$ cat src/rtl/sp_pkg.sv
package sp_pkg;

    // Fixed record format widths
    localparam int SP_ADDR_W = 18;
    localparam int SP_CHAR_W = 13;
    localparam int SP_LCNT_W = 10;
    localparam int SP_CNT_W  = SP_LCNT_W + 1;
    localparam int SP_WORD_W = 32;

    typedef struct packed {
        logic [SP_ADDR_W-1:0] start;
        logic [SP_CNT_W-1:0]  lines;
    } part_rec_t;

    typedef enum logic [1:0] {
        LD_IDLE = 2'd0,
        LD_REQ  = 2'd1,
        LD_CAP  = 2'd2
    } ld_state_e;

    // Build a region record from its fields; zero count stands for the maximum
    function automatic part_rec_t sp_decode(
        input logic [15:0] addr_lo,
        input logic [1:0]  addr_hi,
        input logic [3:0]  cnt_lo,
        input logic [5:0]  cnt_hi,
        input logic        chr
    );
        part_rec_t r;
        logic [SP_LCNT_W-1:0] c;
        r.start = {addr_hi, addr_lo};
        if (chr)
            r.start = r.start & SP_ADDR_W'((1 << SP_CHAR_W) - 1);
        c = {cnt_hi, cnt_lo};
        r.lines = (c == '0) ? SP_CNT_W'(1 << SP_LCNT_W) : {1'b0, c};
        return r;
    endfunction

endpackage

$ cat src/rtl/sp_part_loader.sv
module sp_part_loader
    import sp_pkg::*;
(
    input  logic clk,
    input  logic rst,
    input  logic kick,
    output logic rd_en,
    output logic cap,
    output logic busy
);

    ld_state_e state_q;

    always_ff @(posedge clk) begin
        if (rst) begin
            state_q <= LD_IDLE;
        end else if (kick) begin
            state_q <= LD_REQ;
        end else begin
            unique case (state_q)
                LD_REQ:  state_q <= LD_CAP;
                LD_CAP:  state_q <= LD_IDLE;
                default: state_q <= LD_IDLE;
            endcase
        end
    end

    assign rd_en = (state_q == LD_REQ);
    assign cap   = (state_q == LD_CAP);
    assign busy  = (state_q != LD_IDLE);

endmodule

$ cat src/rtl/sp_row_track.sv
module sp_row_track #(
    parameter int ROW_W = 6
) (
    input  logic             clk,
    input  logic             rst,
    input  logic             clr,
    input  logic             step,
    input  logic [ROW_W-1:0] row_height,
    output logic             wrap
);

    logic [ROW_W-1:0] row_q;
    logic [ROW_W-1:0] row_next;

    assign row_next = row_q + 1'b1;
    assign wrap     = step && (row_next == row_height);

    always_ff @(posedge clk) begin
        if (rst || clr) begin
            row_q <= '0;
        end else if (step) begin
            if (wrap || row_next[ROW_W-1])
                row_q <= '0;
            else
                row_q <= row_next;
        end
    end

endmodule

$ cat src/rtl/sp_line_queue.sv
module sp_line_queue #(
    parameter int PEND_W = 3
) (
    input  logic clk,
    input  logic rst,
    input  logic flush,
    input  logic busy,
    input  logic line_adv,
    output logic step
);

    localparam logic [PEND_W-1:0] PEND_MAX = '1;

    logic [PEND_W-1:0] pend_q;

    assign step = !busy && !flush && (line_adv || (pend_q != '0));

    always_ff @(posedge clk) begin
        if (rst || flush) begin
            pend_q <= '0;
        end else if (line_adv && !step) begin
            if (pend_q != PEND_MAX)
                pend_q <= pend_q + 1'b1;
        end else if (!line_adv && step) begin
            pend_q <= pend_q - 1'b1;
        end
    end

endmodule

$ cat src/rtl/scan_partition_gen.sv
module scan_partition_gen
    import sp_pkg::*;
#(
    parameter int PARTS   = 4,
    parameter int PITCH_W = 8,
    parameter int ROW_W   = 6,
    parameter int PEND_W  = 3
) (
    input  logic                          clk,
    input  logic                          rst,
    input  logic                          frame_start,
    input  logic                          line_adv,
    input  logic [PITCH_W-1:0]            pitch,
    input  logic [ROW_W-1:0]              row_height,
    input  logic                          char_mode,
    output logic                          pram_rd_en,
    output logic [$clog2(PARTS)-1:0]      pram_raddr,
    input  logic [SP_WORD_W-1:0]          pram_rdata,
    output logic [SP_ADDR_W-1:0]          scan_addr,
    output logic                          addr_valid
);

    localparam int IDX_W = $clog2(PARTS);
    localparam logic [IDX_W-1:0]    IDX_LAST   = IDX_W'(PARTS - 1);
    localparam logic [SP_CNT_W-1:0] RESET_CNT  = SP_CNT_W'((1 << SP_LCNT_W) - 1);
    localparam logic [PITCH_W:0]    PITCH_FULL = (PITCH_W+1)'(1 << PITCH_W);

    logic               q_step;
    logic               ld_cap;
    logic               ld_busy;
    logic               row_wrap;
    logic               exhaust;
    logic               kick;
    logic [IDX_W-1:0]   idx_q;
    logic [SP_ADDR_W-1:0] addr_q;
    logic [SP_CNT_W-1:0]  remain_q;
    logic [PITCH_W:0]   pitch_eff;
    part_rec_t          rec;
    logic               unused_rsvd;

    assign unused_rsvd = ^{pram_rdata[31:30], pram_rdata[19:18]};

    assign rec = sp_decode(pram_rdata[15:0], pram_rdata[17:16],
                           pram_rdata[23:20], pram_rdata[29:24], char_mode);

    assign pitch_eff = (pitch == '0) ? PITCH_FULL : {1'b0, pitch};
    assign exhaust   = q_step && (remain_q == SP_CNT_W'(1));
    assign kick      = frame_start || exhaust;

    sp_line_queue #(.PEND_W(PEND_W)) u_queue (
        .clk      (clk),
        .rst      (rst),
        .flush    (frame_start),
        .busy     (ld_busy),
        .line_adv (line_adv),
        .step     (q_step)
    );

    sp_row_track #(.ROW_W(ROW_W)) u_row (
        .clk        (clk),
        .rst        (rst),
        .clr        (frame_start),
        .step       (q_step),
        .row_height (row_height),
        .wrap       (row_wrap)
    );

    sp_part_loader u_load (
        .clk   (clk),
        .rst   (rst),
        .kick  (kick),
        .rd_en (pram_rd_en),
        .cap   (ld_cap),
        .busy  (ld_busy)
    );

    always_ff @(posedge clk) begin
        if (rst || frame_start)
            idx_q <= '0;
        else if (exhaust)
            idx_q <= (idx_q == IDX_LAST) ? '0 : idx_q + 1'b1;
    end

    always_ff @(posedge clk) begin
        if (rst) begin
            addr_q   <= '0;
            remain_q <= RESET_CNT;
        end else if (ld_cap) begin
            addr_q   <= rec.start;
            remain_q <= rec.lines;
        end else if (q_step) begin
            remain_q <= remain_q - 1'b1;
            if (row_wrap)
                addr_q <= addr_q + SP_ADDR_W'(pitch_eff);
        end
    end

    assign pram_raddr = idx_q;
    assign scan_addr  = addr_q;
    assign addr_valid = !ld_busy;

endmodule

$ cat config.mk
export PLATFORM = sky130hd
export DESIGN_NAME = scan_partition_gen
export DESIGN_NICKNAME = d
export VERILOG_FILES = /design/src/rtl/sp_pkg.sv /design/src/rtl/sp_part_loader.sv /design/src/rtl/sp_row_track.sv /design/src/rtl/sp_line_queue.sv /design/src/rtl/scan_partition_gen.sv
export SDC_FILE = /design/constraint.sdc
export NUM_CORES = 1
export LEC_CHECK = 0
export BUFFER_PORTS_ARGS = -buffer_cell sky130_fd_sc_hd__buf_2
export CAP_MARGIN = 5
export CORE_ASPECT_RATIO = 1.1
export CORE_UTILIZATION = 40
export DETAILED_ROUTE_END_ITERATION = 10
export PLACE_DENSITY_LB_ADDON = 0.15
export SLEW_MARGIN = 20
export SYNTH_ARGS = -nofsm -noshare
export SYNTH_HDL_FRONTEND = slang
export SYNTH_SLANG_ARGS = --single-unit
$ cat constraint.sdc
create_clock -name clk -period 3.9 [get_ports clk]
set_input_delay 0.39 -clock clk [delete_from_list [all_inputs] [get_ports clk]]
set_output_delay 0.39 -clock clk [all_outputs]
set_load 0.02 [all_outputs]
==> results of run 1 <==
-- layer usage --
layer	global-route usage [%]	vias up	wire (um)
li1	-	1453	-
met1	28.01	1356	3328
met2	37.12	75	3832
met3	3.858	13	306
met5	0	-	0
met4	6.579	0	134
-- worst max path at each step --
stage	end	cells after the start
3_3_place_gp	scan_addr[11]	7
5_1_grt	scan_addr[17]	7
2_1_floorplan	scan_addr[11]	8
4_1_cts	scan_addr[17]	7
6_report	scan_addr[17]	7
3_5_place_dp	scan_addr[17]	7
-- power groups by stage --
stage / sequential [mW] / clock, mW / combinational [mW]
after global routing: 0.462 / 0.382 / 0.174
after detailed placement: 0.468 / 0 / 0.155
final: 0.459 / 0.354 / 0.156
after floorplan: 0.472 / 0 / 0.0939
after CTS: 0.459 / 0.363 / 0.156
after global placement: 0.468 / 0 / 0.154
-- layout by cell type, fill, tap and decap left out, types with 3 or more instances in the layout --
cell,n
buf_2,68
nor2_1,49
dfxtp_1,42
nand2_1,36
a21oi_1,21
nand3_1,18
o21ai_0,18
xnor2_1,16
nor3_1,13
ha_1,13
inv_1,10
nor4_1,8
xor2_1,7
a311oi_1,7
a31oi_1,7
nand2b_1,6
or4_1,5
nor2b_1,5
or2_2,5
clkbuf_8,5
nand4_1,4
o311ai_0,4
and2_1,3
and3_1,3
a211oi_1,3
o211ai_1,3
buf_4,3
-- sequential cells by signal, summed over array words and instances (netlist names) --
signal and flops:
pram_raddr 2, u_load.state_q 2, u_queue.pend_q 3, u_row.row_q 6, scan_addr 18, remain_q 11
-- per-stage QoR --
stage                     util, %  setup WS, ns  cells  cell area, um2
after floorplan                 -         1.196    366            2801
after global placement      47.73        0.8719    499            3184
after detailed placement    47.73        0.7817    499            3184
after CTS                   49.36        0.7596    507            3293
after global routing        49.36        0.6432    507            3293
final                       49.36        0.7617    507            3293
-- kinds of logic (layout without fill, tap and decap cells) --
kind of cell | Yosys count | in the layout | synth area share [%]
adders and majority gates | 15 | 15 | 7.236
buffers and inverters | 30 | 89 | 4.287
muxes | 1 | 1 | 0.3573
AOI/OAI and AO/OA | 89 | 89 | 21.62
and+or+nand+nor | 165 | 165 | 28.50
DFF | 42 | 42 | 30.01
xor gates and xnor gates | 24 | 24 | 7.994
-- worst min-delay path, delay by kind of cell --
kind | cells | cell delay, ns
buffers and inverters | 1 | 0.07
AND/OR/NAND/NOR | 1 | 0.04
AO/OA/AOI/OAI | 1 | 0.06
-- final cells by class --
class                      instances  area (um2)
fill                             691        3378
multi-input combinational        294        1841
sequential                        42       840.8
timing repair buffer              71       362.8
tap                               82       102.6
clock buffer                       5       68.82
clock inverter                     3       40.04
inverter                          10       37.54
==> parameters.txt, run 1 <==
Parameter                              Value

Worst hold path
  Tightest Hold Check Type ... in -> reg
  Endpoint, Worst Hold ... scan_addr[13]
  Startpoint of the lowest-slack hold path ... pram_rdata[13]
  Hold Path Cell Cnt ... 3

Power
  Power density normalized to cell area ... 294.2 nW/um2
  Switching component of the power ... 0.2701 mW
  Sw Share ... 27.88%
  Fraction of power consumed by the clock network ... 36.6%
  Internal power consumption ... ~0.70 mW
  Max VDD drop ... 0.0001298 V
  Design Power ... approximately 0.97 mW
  Relative contribution of sequential cells to total power ... 47.3%
  Part of the power in combinational logic ... 16.1%
  Static Leak ... 1.327 nW

CTS
  Num CTS Buffers ... 5
  Maximum buffer depth of the clock tree ... 2
  Library cell used as clock root buffer ... clkbuf_8
  CTS tree ... yes
  Post-CTS setup-driven buffer insertion count ... 0
  # H-tree levels ... 2
  Clock Pin Slew Worst Setup and Hold Paths ... 0.09 ns
  Hold-fix buffers at CTS ... 0
  TritonCTS Sinks ... 42
  Clk_lat worst skew ... 0.30 ns
  Count of cells resized by post-cts repair ... 0

Yosys
  Biggest area consumer among synthesized cells ... dfxtp_1
  Top cells by area, synth ... dfxtp_1, nor2_1, ha_1, xnor2_1, nand2_1
  Primary FF master, synth ... dfxtp_1
  Share of synthesized flip-flops with an asynchronous set or reset ... 0%
  Mapped cell area ... 2801 um2
  Synthesized area per cell ... 7.654 um2
  Leading cell types by count after synthesis ... nor2_1, dfxtp_1, nand2_1, a21oi_1
  Count of unique library cells instantiated by Yosys ... a little under 60
  Fraction of the yosys area taken by sequential cells ... 30.01%
  Post-synthesis cell count ... 366
  Total of flip-flops plus latches after synthesis ... 42
  Area fraction of the dominant cell type after synthesis ... 30.01%
  Count of flip-flops with a built-in enable after synthesis ... 0
  Count leader, synth ... nor2_1
  Post-synth net total ... 432
  Number of warning messages in the yosys log ... 0

Outcome
  Result of the run ... complete, no violations

Detailed routing
  Final routed DRC violation total ... 0
  DRT Wirelength ... 7601 um
  Total via count after detailed routing ... just under 3000
  Initial DRC count ... 177
  Post-detailed-route via-to-cell ratio ... 5.714
  Total iterations of the first detailed-routing run ... 4
  Antenna viol nets, final ... 0
  Average detailed-routed wire length per instance ... between 10 and 15 um

Floorplanning
  Area of the core ... 6671 um2
  DIE WIDTH ... 81.79 um
  I/O pin count ... 73
  Count of standard-cell rows ... 31
  Height of the chip ... approximately 90 um
  Starting utilization of the core area ... 41.99%
  Die ar. ... 7342 um2

Critical path
  Worst r2r dst ... scan_addr[17]
  FF-to-FF path depth ... 7
  Critical Path RT ... between 4 and 5 ns
  Worst-path fanout max ... 17
  R2r setup slk ... 0.76 ns
  Buffer and inverter count on the worst path ... 0
  Crit-path cells ... ha_1 -> or3b_1 -> a211o_1 -> a311o_1 -> or2_1 -> a2111o_1 -> a311oi_1
  Data arrival time at the worst-slack endpoint ... 3.35 ns
  Delay contributed by the slowest stage of the critical path ... between 0.5 and 0.6 ns
  Slowest stage cell, crit path ... or2_1
  Kind of cell with the highest combined delay on the critical path ... compound AO/OA/AOI/OAI gates
  Critical path launch point type ... register
  R2r startpoint ... u_row.row_q[0]
  Source of the critical timing path ... u_row.row_q[0]
  Kind of capture point of the worst setup path ... register
  Type of the worst setup path ... reg -> reg

Global route
  Pin count of the biggest net entering global routing ... 37
  Via count of the first global-routing pass ... 2703
  Total global-route track usage ... 22.05%
  Total grt overflow ... 0
  Initial antenna violation count ... 0
  Global-route wire length before repair ... between 10000 and 15000 um

STA
  Unrepaired setup endpoints after global routing ... false
  Slew margin rel. ... between 40% and 50%
  Accumulated negative setup slack ... 0 ns
  Total count of hold-check failures in the final report ... 0
  Top achievable clock speed ... 0.3186 GHz
  Slew at the pin closest to its max-slew limit ... roughly 0.76 ns
  Share of the clock period used by the worst path after layout ... ~80%
  Worst clock skew ... 0.007210 ns
  Setup-violating endpoint count in the final report ... 0
  Final Max Tran Viols ... 0
  Hold slack ... 0.2851 ns
  Final Critical Period ... between 3 and 4 ns

Placed design
  Count of port buffers added during placement ... 68
  Global placement routability congestion ... ~0.80
  HPWL after detailed placement ... 5579 um

Run
  Max cap viols ... 0

Cells and area
  Layout cell share with drive strength beyond 1 ... 20.00%
  Antenna cells ... 0
  Area growth from synthesis to final layout ... 17.55%
  Number of nets at the end of the flow ... 490
No activity file was read; power rests on OpenSTA's default activity.
==> inputs of run 2 (changes only) <==
==> constraint.sdc (replaced) <==
create_clock -name clk -period 2.6 [get_ports clk]
set_input_delay 0.26 -clock clk [delete_from_list [all_inputs] [get_ports clk]]
set_output_delay 0.26 -clock clk [all_outputs]
set_load 0.02 [all_outputs]
==> run 2 against run 1 <==
Net effect: hold slack worse by 0.12 ns; cell count is 3.4% higher; maximum frequency is 24% higher; clock power is 28% higher; critical endpoint is now scan_addr[11]; highest routed layer unchanged.
==> parameters.txt, run 2 (synthesis results as in run 1) <==
Parameter                              Value

Cells and area
  Final core utilization ... 51.76% (+2.4 points)
  Footprint of the flip-flops and latches ... 843.3 um2 (+0.30%)
  Number of nets at the end of the flow ... 507 (+3.5%)
  Most common cell after layout, fill and taps aside ... buf_2
  Antenna cells ... 0 (unchanged)
  Commonest cells after routing, fill and taps aside ... buf_2, nor2_1, dfxtp_1, nand2_1, a21oi_1
  Max FFs per register ... 18 (unchanged)
  Area growth from synthesis to final layout ... 23.27%
  Area taken by multi-input logic gates ... 1884 um2 (+2.4%)
  Layout cell share with drive strength beyond 1 ... 24.89% (+4.9 points)
  Number of fill cells ... 678 (-1.9%)

Power
  Switching component of the power ... 0.3984 mW (+47%)
  Power density normalized to cell area ... 400.7 nW/um2 (+36%)
  Part of the power in combinational logic ... 17.7% (+1.6 points)
  Sw Share ... 28.79% (+0.91 points)
  Relative contribution of sequential cells to total power ... 49.6% (+2.3 points)
  Internal power consumption ... 0.9853 mW (+41%)
  Max VDD drop ... 0.0001949 V (+50%)
  Static Leak ... 1.403 nW (+5.7%)
  Fraction of power consumed by the clock network ... 32.7% (-3.9 points)
  Design Power ... 1.384 mW (+43%)

Floorplanning
  Starting utilization of the core area ... 41.99% (unchanged)
  Die ar. ... 7342 um2 (unchanged)
  Count of standard-cell rows ... 31 (unchanged)
  Area of the core ... 6671 um2 (unchanged)
  Height of the chip ... 89.77 um (unchanged)
  I/O pin count ... 73 (unchanged)
  DIE WIDTH ... 81.79 um (unchanged)

STA
  Hold slack ... 0.1602 ns (-0.1249 ns)
  Final Critical Period ... 2.539 ns (-0.5990 ns)
  Slew margin rel. ... 56.59% (+7.6 points)
  Worst clock skew ... 0.004327 ns (-0.002883 ns)
  Share of the clock period used by the worst path after layout ... 97.67% (+17 points)
  Setup-violating endpoint count in the final report ... 0 (unchanged)
  Total count of hold-check failures in the final report ... 0 (unchanged)
  Final Max Tran Viols ... 0 (unchanged)
  Unrepaired setup endpoints after global routing ... true
  Slew at the pin closest to its max-slew limit ... 0.6512 ns (-0.1131 ns)
  Top achievable clock speed ... 0.3938 GHz (+24%)

Critical path
  FF-to-FF path depth ... 7 (unchanged)
  Kind of capture point of the worst setup path ... register
  Data arrival time at the worst-slack endpoint ... 2.75 ns (-0.60 ns)
  Critical path launch point type ... register
  R2r setup slk ... 0.06 ns (-0.70 ns)
  Termination of the worst setup path ... scan_addr[11]
  Worst r2r dst ... scan_addr[11]
  Critical Path RT ... 2.81 ns (-1.30 ns)
  R2r startpoint ... u_row.row_q[1]
  Worst-path fanout max ... 4 (-13)
  Source of the critical timing path ... u_row.row_q[1]
  Type of the worst setup path ... reg -> reg

Detailed routing
  Total via count after detailed routing ... 2972 (+2.6%)
  Final routed DRC violation total ... 0 (unchanged)
  Total iterations of the first detailed-routing run ... 5 (+1)
  DRT Wirelength ... 7443 um (-2.1%)
  Average detailed-routed wire length per instance ... 14.20 um (-5.3%)
  Initial DRC count ... 170 (-4.0%)
  Antenna viol nets, final ... 0 (unchanged)
  Post-detailed-route via-to-cell ratio ... 5.672 (-0.74%)

Global route
  Via count of the first global-routing pass ... 2796 (+3.4%)
  Initial antenna violation count ... 0 (unchanged)
  Pin count of the biggest net entering global routing ... 35 (-5.4%)
  Global-route wire length before repair ... 12630 um (-1.4%)
  Total global-route track usage ... 21.67% (-0.37 points)
  Total grt overflow ... 0 (unchanged)

CTS
  Clock Pin Slew Worst Setup and Hold Paths ... 0.08 ns (about the same)
  Num CTS Buffers ... 5 (unchanged)
  CTS tree ... yes
  Clk_lat worst skew ... 0.30 ns (about the same)
  # H-tree levels ... 2 (unchanged)
  TritonCTS Sinks ... 42 (unchanged)
  Post-CTS setup-driven buffer insertion count ... 0 (unchanged)
  Hold-fix buffers at CTS ... 0 (unchanged)
  Maximum buffer depth of the clock tree ... 2 (unchanged)
  Library cell used as clock root buffer ... clkbuf_8

Placed design
  HPWL after detailed placement ... 5633 um (+0.97%)
  Count of port buffers added during placement ... 68 (unchanged)
  Global placement routability congestion ... 0.8599 (+8.1%)

Outcome
  Result of the run ... complete, no violations

Worst hold path
  Tightest Hold Check Type ... in -> reg
  Hold Path Cell Cnt ... 3 (unchanged)

Run
  Max cap viols ... 0 (unchanged)
[run 2: power by group through the flow]
stage	Sequential [mW]	Combinational (mW)	Clock [mW]
after floorplan	0.709	0.141	0
after global placement	0.701	0.239	0
after detailed placement	0.701	0.241	0
after CTS	0.686	0.243	0.468
after global routing	0.691	0.274	0.498
final	0.687	0.244	0.453
[run 2: worst max-delay path: stages, from the launching register on]
cell and delay, ns:
dfxtp_2 0.34, ha_4 0.16, nor2b_1 0.13, or4b_1 0.50
a311o_1 0.43, or2_4 0.27, or4_1 0.40, a311oi_1 0.21
[run 2: timing repair]
action	CTS	global route
setup endpoints to repair	6	14
pin swaps	1	4
resized for setup	2	7
[run 2: worst min path at each step]
stage	start	slack, ns	endpoint
after global placement	u_row.row_q[5]	0.46	u_row.row_q[5]
after floorplan	pram_rdata[10]	0.37	scan_addr[10]
final	pram_rdata[16]	0.16	scan_addr[16]
after detailed placement	pram_rdata[10]	0.47	scan_addr[10]
after CTS	pram_rdata[16]	0.15	scan_addr[16]
after global routing	pram_rdata[16]	0.17	scan_addr[16]
[run 2: per-layer routing]
layer  vias to the layer above  wire length (um)  track usage [%]
li1                       1485                 -                -
met1                      1405              3257            26.94
met2                        77              3803            36.91
met3                         5               343            4.264
met4                         0                38            6.287
met5                         -                 0                0
[run 2: stage by stage]
stage,instance area [um2],setup TNS [ns],setup WS (ns),cells
floorplan,2815,0,0.008406,366
global placement,3326,-0.1001,-0.1001,516
detailed placement,3326,-0.06626,-0.06626,516
CTS,3425,0,0.01104,524
global route,3453,-0.2591,-0.08447,524
finish,3453,0,0.06071,524
[run 2: final cells by class]
cell class | count | share of cell area, %
multi-input combinational | 294 | 54.57
sequential | 42 | 24.42
timing repair buffer | 88 | 14.20
tap | 82 | 2.971
clock buffer | 6 | 2.391
inverter | 10 | 1.087
clock inverter | 2 | 0.3623
